<file path="src/rtl/serdes_lb_pkg.sv">
// Shared definitions for the byte serdes with loopback paths.
// Assumes one bit-rate clock; byte clocks are modelled as strobes.
package serdes_lb_pkg;
    localparam int unsigned BYTE_W = 8;
    localparam int unsigned CNT_W  = $clog2(BYTE_W);
    typedef logic [BYTE_W-1:0] byte_t;
endpackage

</file>
<file path="src/rtl/sdl_tx_serializer.sv">
// Parallel-to-serial stage: captures one word every W clocks and shifts it
// out MSB first, one bit per clock. Assumes a free-running W-cycle phase
// counter that starts at reset. primed_o marks that real data is on bit_o.
module sdl_tx_serializer #(
    parameter int unsigned W = 8
) (
    input  logic         clk,
    input  logic         rst_n,
    input  logic [W-1:0] par_i,
    output logic         load_o,
    output logic         bit_o,
    output logic         primed_o
);
    localparam int unsigned CW = $clog2(W);

    logic [CW-1:0] phase_q;
    logic [W-1:0]  shift_q;

    assign load_o = (phase_q == '0);
    assign bit_o  = shift_q[W-1];

    // Free-running word phase counter.
    always_ff @(posedge clk) begin
        if (!rst_n)                       phase_q <= '0;
        else if (phase_q == CW'(W - 1))   phase_q <= '0;
        else                              phase_q <= phase_q + 1'b1;
    end

    // Load a new word at phase 0, otherwise shift towards the MSB.
    always_ff @(posedge clk) begin
        if (!rst_n)      shift_q <= '0;
        else if (load_o) shift_q <= par_i;
        else             shift_q <= {shift_q[W-2:0], 1'b0};
    end

    // Note that the first word has reached the output.
    always_ff @(posedge clk) begin
        if (!rst_n)      primed_o <= 1'b0;
        else if (load_o) primed_o <= 1'b1;
    end


    tx_ld_pulse_chk: assert property (@(posedge clk) disable iff (!rst_n)
        load_o |=> !load_o);
endmodule

</file>
<file path="src/rtl/sdl_rx_deserializer.sv">
// Serial-to-parallel stage: shifts in a bit on each enabled clock and
// presents a word after every W accepted bits. The first bit of a group
// ends up in the MSB. Group boundaries count from reset, with no framing.
module sdl_rx_deserializer #(
    parameter int unsigned W = 8
) (
    input  logic         clk,
    input  logic         rst_n,
    input  logic         bit_i,
    input  logic         en_i,
    output logic [W-1:0] word_o,
    output logic         vld_o
);
    localparam int unsigned CW = $clog2(W);

    logic [CW-1:0] count_q;
    logic [W-1:0]  shift_q;
    logic          last_bit;

    assign last_bit = en_i && (count_q == CW'(W - 1));

    // Count accepted bits modulo W.
    always_ff @(posedge clk) begin
        if (!rst_n)        count_q <= '0;
        else if (last_bit) count_q <= '0;
        else if (en_i)     count_q <= count_q + 1'b1;
    end

    // Shift accepted bits in at the LSB.
    always_ff @(posedge clk) begin
        if (!rst_n)    shift_q <= '0;
        else if (en_i) shift_q <= {shift_q[W-2:0], bit_i};
    end

    // Present the finished word with a one-cycle strobe.
    always_ff @(posedge clk) begin
        if (!rst_n) begin
            word_o <= '0;
            vld_o  <= 1'b0;
        end else begin
            vld_o <= last_bit;
            if (last_bit) word_o <= {shift_q[W-2:0], bit_i};
        end
    end


    rx_vld_pulse_chk: assert property (@(posedge clk) disable iff (!rst_n)
        vld_o |=> !vld_o);

    rx_hold_chk: assert property (@(posedge clk) disable iff (!rst_n)
        !vld_o |-> $stable(word_o));
endmodule

</file>
<file path="src/rtl/sdl_fac_reserializer.sv">
// Facility regroup stage: serializes the words of a receive deserializer
// again, one bit per enabled clock. Assumes its word phase matches the
// deserializer it follows, since both count the same enables from reset.
module sdl_fac_reserializer #(
    parameter int unsigned W = 8
) (
    input  logic         clk,
    input  logic         rst_n,
    input  logic [W-1:0] word_i,
    input  logic         en_i,
    output logic         bit_o
);
    localparam int unsigned CW = $clog2(W);

    logic [CW-1:0] count_q;
    logic [W-1:0]  shift_q;

    assign bit_o = shift_q[W-1];

    // Word phase over enabled clocks.
    always_ff @(posedge clk) begin
        if (!rst_n)                                count_q <= '0;
        else if (en_i && count_q == CW'(W - 1))    count_q <= '0;
        else if (en_i)                             count_q <= count_q + 1'b1;
    end

    // Load the held word at phase 0, otherwise shift on each enable.
    always_ff @(posedge clk) begin
        if (!rst_n)                        shift_q <= '0;
        else if (en_i && count_q == '0)    shift_q <= word_i;
        else if (en_i)                     shift_q <= {shift_q[W-2:0], 1'b0};
    end


    fac_hold_chk: assert property (@(posedge clk) disable iff (!rst_n)
        !$past(en_i) |-> $stable(bit_o));
endmodule

</file>
<file path="src/rtl/byte_serdes_lb.sv">
// Top of the byte serdes model. Routes the transmit stream, the external
// receive stream and the facility regroup output according to three
// loopback controls. Assumes the controls are set while reset is low and
// held afterwards, because byte phase counts from reset.
module byte_serdes_lb
    import serdes_lb_pkg::*;
(
    input  logic        clk,
    input  logic        rst_n,
    input  logic        lb_equip,
    input  logic        lb_hsio,
    input  logic        lb_facility,
    input  logic [7:0]  tx_byte,
    output logic        tx_load,
    output logic        ser_out,
    input  logic        rx_ser_in,
    input  logic        rx_bit_vld,
    output logic [7:0]  rx_byte,
    output logic        rx_byte_vld
);
    logic  tx_bit, tx_primed;
    logic  rec_bit, rec_en;
    logic  fac_bit;
    byte_t rec_word, eq_word;
    logic  rec_vld, eq_vld;

    sdl_tx_serializer #(.W(BYTE_W)) u_tx (
        .clk(clk), .rst_n(rst_n), .par_i(tx_byte),
        .load_o(tx_load), .bit_o(tx_bit), .primed_o(tx_primed)
    );

    // Serial-I/O loopback replaces the external stream before recovery timing.
    always_comb begin
        rec_bit = lb_hsio ? tx_bit    : rx_ser_in;
        rec_en  = lb_hsio ? tx_primed : rx_bit_vld;
    end

    sdl_rx_deserializer #(.W(BYTE_W)) u_rx_rec (
        .clk(clk), .rst_n(rst_n), .bit_i(rec_bit), .en_i(rec_en),
        .word_o(rec_word), .vld_o(rec_vld)
    );

    sdl_rx_deserializer #(.W(BYTE_W)) u_rx_eq (
        .clk(clk), .rst_n(rst_n), .bit_i(tx_bit), .en_i(tx_primed),
        .word_o(eq_word), .vld_o(eq_vld)
    );

    sdl_fac_reserializer #(.W(BYTE_W)) u_fac (
        .clk(clk), .rst_n(rst_n), .word_i(rec_word), .en_i(rec_en),
        .bit_o(fac_bit)
    );

    // Equipment loopback owns the parallel output, facility owns the serial one.
    always_comb begin
        rx_byte     = lb_equip ? eq_word : rec_word;
        rx_byte_vld = lb_equip ? eq_vld  : rec_vld;
        ser_out     = lb_facility ? fac_bit : tx_bit;
    end
endmodule

</file>
<file path="config.mk">
export PLATFORM = sky130hd
export DESIGN_NAME = byte_serdes_lb
export DESIGN_NICKNAME = d
export VERILOG_FILES = /design/src/rtl/serdes_lb_pkg.sv /design/src/rtl/sdl_tx_serializer.sv /design/src/rtl/sdl_rx_deserializer.sv /design/src/rtl/sdl_fac_reserializer.sv /design/src/rtl/byte_serdes_lb.sv
export SDC_FILE = /design/constraint.sdc
export NUM_CORES = 1
export LEC_CHECK = 0
export ABC_AREA = 1
export BUFFER_PORTS_ARGS = -buffer_cell sky130_fd_sc_hd__buf_2
export CELL_PAD_IN_SITES_DETAIL_PLACEMENT = 0
export CELL_PAD_IN_SITES_GLOBAL_PLACEMENT = 1
export CORE_ASPECT_RATIO = 0.75
export CORE_MARGIN = 2
export CORE_UTILIZATION = 27
export DETAILED_ROUTE_END_ITERATION = 16
export PLACE_DENSITY = 0.51
export SETUP_SLACK_MARGIN = 0.5
export SYNTH_ARGS = -nofsm -noshare
export SYNTH_HDL_FRONTEND = slang
export SYNTH_SLANG_ARGS = --single-unit
</file>
<file path="constraint.sdc">
create_clock -name clk -period 2.5 [get_ports clk]
set_input_delay 0.125 -clock clk [delete_from_list [all_inputs] [get_ports clk]]
set_output_delay 0.125 -clock clk [all_outputs]
set_load 0.005 [all_outputs]
</file>
==> impl_metrics.tcl <==
set metrics [dict create \
    cp-end-kind "flip-flop" \
    r2r_cells 5 \
    setup_violations 0 \
    grt_max_degree 33 \
    clkLatencyLatePin_ns 0.33 \
    worstHoldPathType "in -> reg" \
    grt_overflow_total 0 \
    critical_path_required_ns 2.72 \
    cts_root_buf "clkbuf_16" \
    final_common_cell "nand2_1" \
    ys_seq_area_frac 0.484 \
    worst-slew-pin-transition_ns 0.563 \
    max_freq_ghz 0.563 \
    syn_area_per_cell_um2 7.49 \
    areaGrowthSynthToFinish_pct 21.1 \
    vias 2119 \
    worstSetupStartpointType "flip-flop" \
    finalHoldViolations 0 \
    p_per_area_mw_per_mm2 853 \
    num_antenna_cells 0 \
    post_cts_buffers 0 \
    avgRoutedWirePerCell_um 12.7 \
    grt_pass1_wl_um 10700 \
    die_x_um 116 \
    post_cts_resized 0 \
    cts_sinks 61 \
    rrSetupSlack_ns 0.72 \
    p_leak_nw 1.38 \
    worstSetupEndpoint "u_rx_rec.count_q[2]" \
    wl_um 6270 \
    dp_slack_ns 0.747 \
    synth.net_count 362 \
    ant_nets 0 \
    path_clk_slew_ns 0.05 \
    syn-instance-count 337 \
    die_area_mm2 0.0101 \
    cp.arrival_ns 2.00 \
    post-route-period-util 0.710 \
    synth_area_mm2 0.00252 \
    period_needed_ns 1.78 \
    fin_setup_tns_ns 0 \
    dp_hpwl_um 4370 \
    drc 0 \
    ys_warn_count 0 \
    grt_usage 0.142 \
    r2r_start "u_tx.primed_o" \
    layout_common_cells "nand2_1, dfxtp_1, nor2_1" \
    port_buffers 25 \
    pin_count 26 \
    r2r_end "u_rx_rec.count_q[2]" \
    htreeDepth 3 \
    worst_ir_drop_vdd_uv 366 \
    grt_pass1_vias 2104 \
    tritoncts "built" \
    multiInputGateArea_mm2 0.00111 \
    drive_gt1_frac 0.142 \
    antenna_found_initial 0 \
    critPathLaunch "u_tx.primed_o" \
    fin_skew_ns 0.00647 \
    drt_iter0_drc 134 \
    relSlewSlack 0.624 \
    die_y_um 87.7 \
    seqCellArea_mm2 0.00122 \
    gp_congestion 0.694 \
    slew_violations 0 \
    numCtsBuffers 9 \
    drt_pass1_iterations 4 \
    yosys_register_bits 61 \
    yosysUniqueCellTypes 24 \
    clockBufferDepth 2 \
    cap_violations 0 \
    status "finished, final reports clean" \
    core_area_mm2 0.00908 \
    rsz0062_at_grt "false" \
    setup.worst_path.class "reg -> reg" \
    final_nets 385 \
    ctsHoldBuffers 0 \
    routed_via_density 4.30 \
    crit_fanout 32 \
    fillers 1014 \
    initial_core_util 0.278 \
    rows 30 \
    fin_ws_ns 0.724 \
]
==> where the power goes <==
part | total, mW | internal, mW | switching [mW] | leakage [nW]
combinational | 0.225 | 0.0748 | 0.151 | 0.734
clock | 1.31 | 0.866 | 0.447 | 0.151
sequential | 1.07 | 1.03 | 0.0377 | 0.498
total | 2.60 | 1.97 | 0.636 | 1.38
==> flip-flops by register name, indices dropped and copies added, names as in the netlist, 7 cells and up <==
name,count
u_rx_eq.word_o,8
u_rx_eq.shift_q,7
u_fac.shift_q,8
u_rx_rec.shift_q,7
u_tx.shift_q,8
u_rx_rec.word_o,8
==> critical path, cell delays in order, from the launching register on <==
cell	delay (ns)
dfxtp_1	0.64
nand2_2	0.22
nand2_4	0.35
nand2_2	0.21
nand2_1	0.17
nor2_1	0.07
==> cells in the mapped netlist <==
cell type	number	area, um^2
buf_1	1	3.75
nand2_1	73	274
dfxtp_1	61	1220
buf_6	1	11.3
buf_2	4	20.0
and3_1	1	6.26
nand2_2	2	12.5
clkbuf_1	5	18.8
nand4_1	8	50.1
o21ai_0	30	150
nand3_1	23	115
or2_2	1	6.26
nor2_2	1	6.26
a21oi_1	20	100
xnor2_1	1	8.76
nor2_1	56	210
mux2_2	1	11.3
o21ai_1	1	5.00
inv_2	3	11.3
nand2_4	2	22.5
o22ai_1	1	6.26
buf_4	3	22.5
ha_1	10	125
inv_1	28	105
==> kinds of logic (layout without fill, tap and decap cells) <==
group,count (synthesis),after routing,synth area share
AO/OA/AOI/OAI,52,52,0.104
XOR/XNOR,1,1,0.00347
adder cells (fa/ha/maj),10,10,0.0496
buffers and inverters,45,73,0.0763
flip-flops,61,61,0.484
multiplexers,1,1,0.00446
AND/OR/NAND/NOR,167,167,0.279
==> routing by layer <==
metal | vias to the layer above | wire length (um) | GRT usage
met5 | - | 0 | 0
met4 | 0 | 70 | 0.0455
met3 | 6 | 293 | 0.0616
met2 | 43 | 2430 | 0.204
met1 | 939 | 3470 | 0.192
li1 | 1131 | - | -
==> stage by stage <==
stage / cells / hold WS [ns] / total power, mW / utilization / instance area, um^2
finish: 493 / 0.0178 / 2.60 / 0.336 / 3060
global route: 493 / 0.0145 / 2.75 / 0.336 / 3060
CTS: 493 / 0.00425 / 2.65 / 0.336 / 3060
detailed placement: 477 / 0.356 / 1.31 / 0.302 / 2740
global placement: 477 / 0.355 / 1.32 / 0.302 / 2740
floorplan: 337 / 0.260 / 1.25 / - / 2520
==> worst min-delay path by stage <==
stage               slack, ns  depth (start not counted)               to       start
global placement         0.35                          3  u_tx.shift_q[6]  tx_byte[6]
CTS                     0.004                          3  u_tx.shift_q[4]  tx_byte[4]
global route             0.01                          3  u_tx.shift_q[6]  tx_byte[6]
detailed placement       0.36                          3  u_tx.shift_q[6]  tx_byte[6]
finish                   0.02                          3  u_tx.shift_q[4]  tx_byte[4]
floorplan                0.26                          2  u_tx.shift_q[1]  tx_byte[1]
==> area by class of cell <==
class,instances,share of cell area
sequential,61,0.400
multi-input combinational,231,0.363
clock buffer,9,0.0737
tap,128,0.0524
timing repair buffer,26,0.0434
inverter,31,0.0381
clock inverter,7,0.0295
No activity file was read; power rests on OpenSTA's default activity.
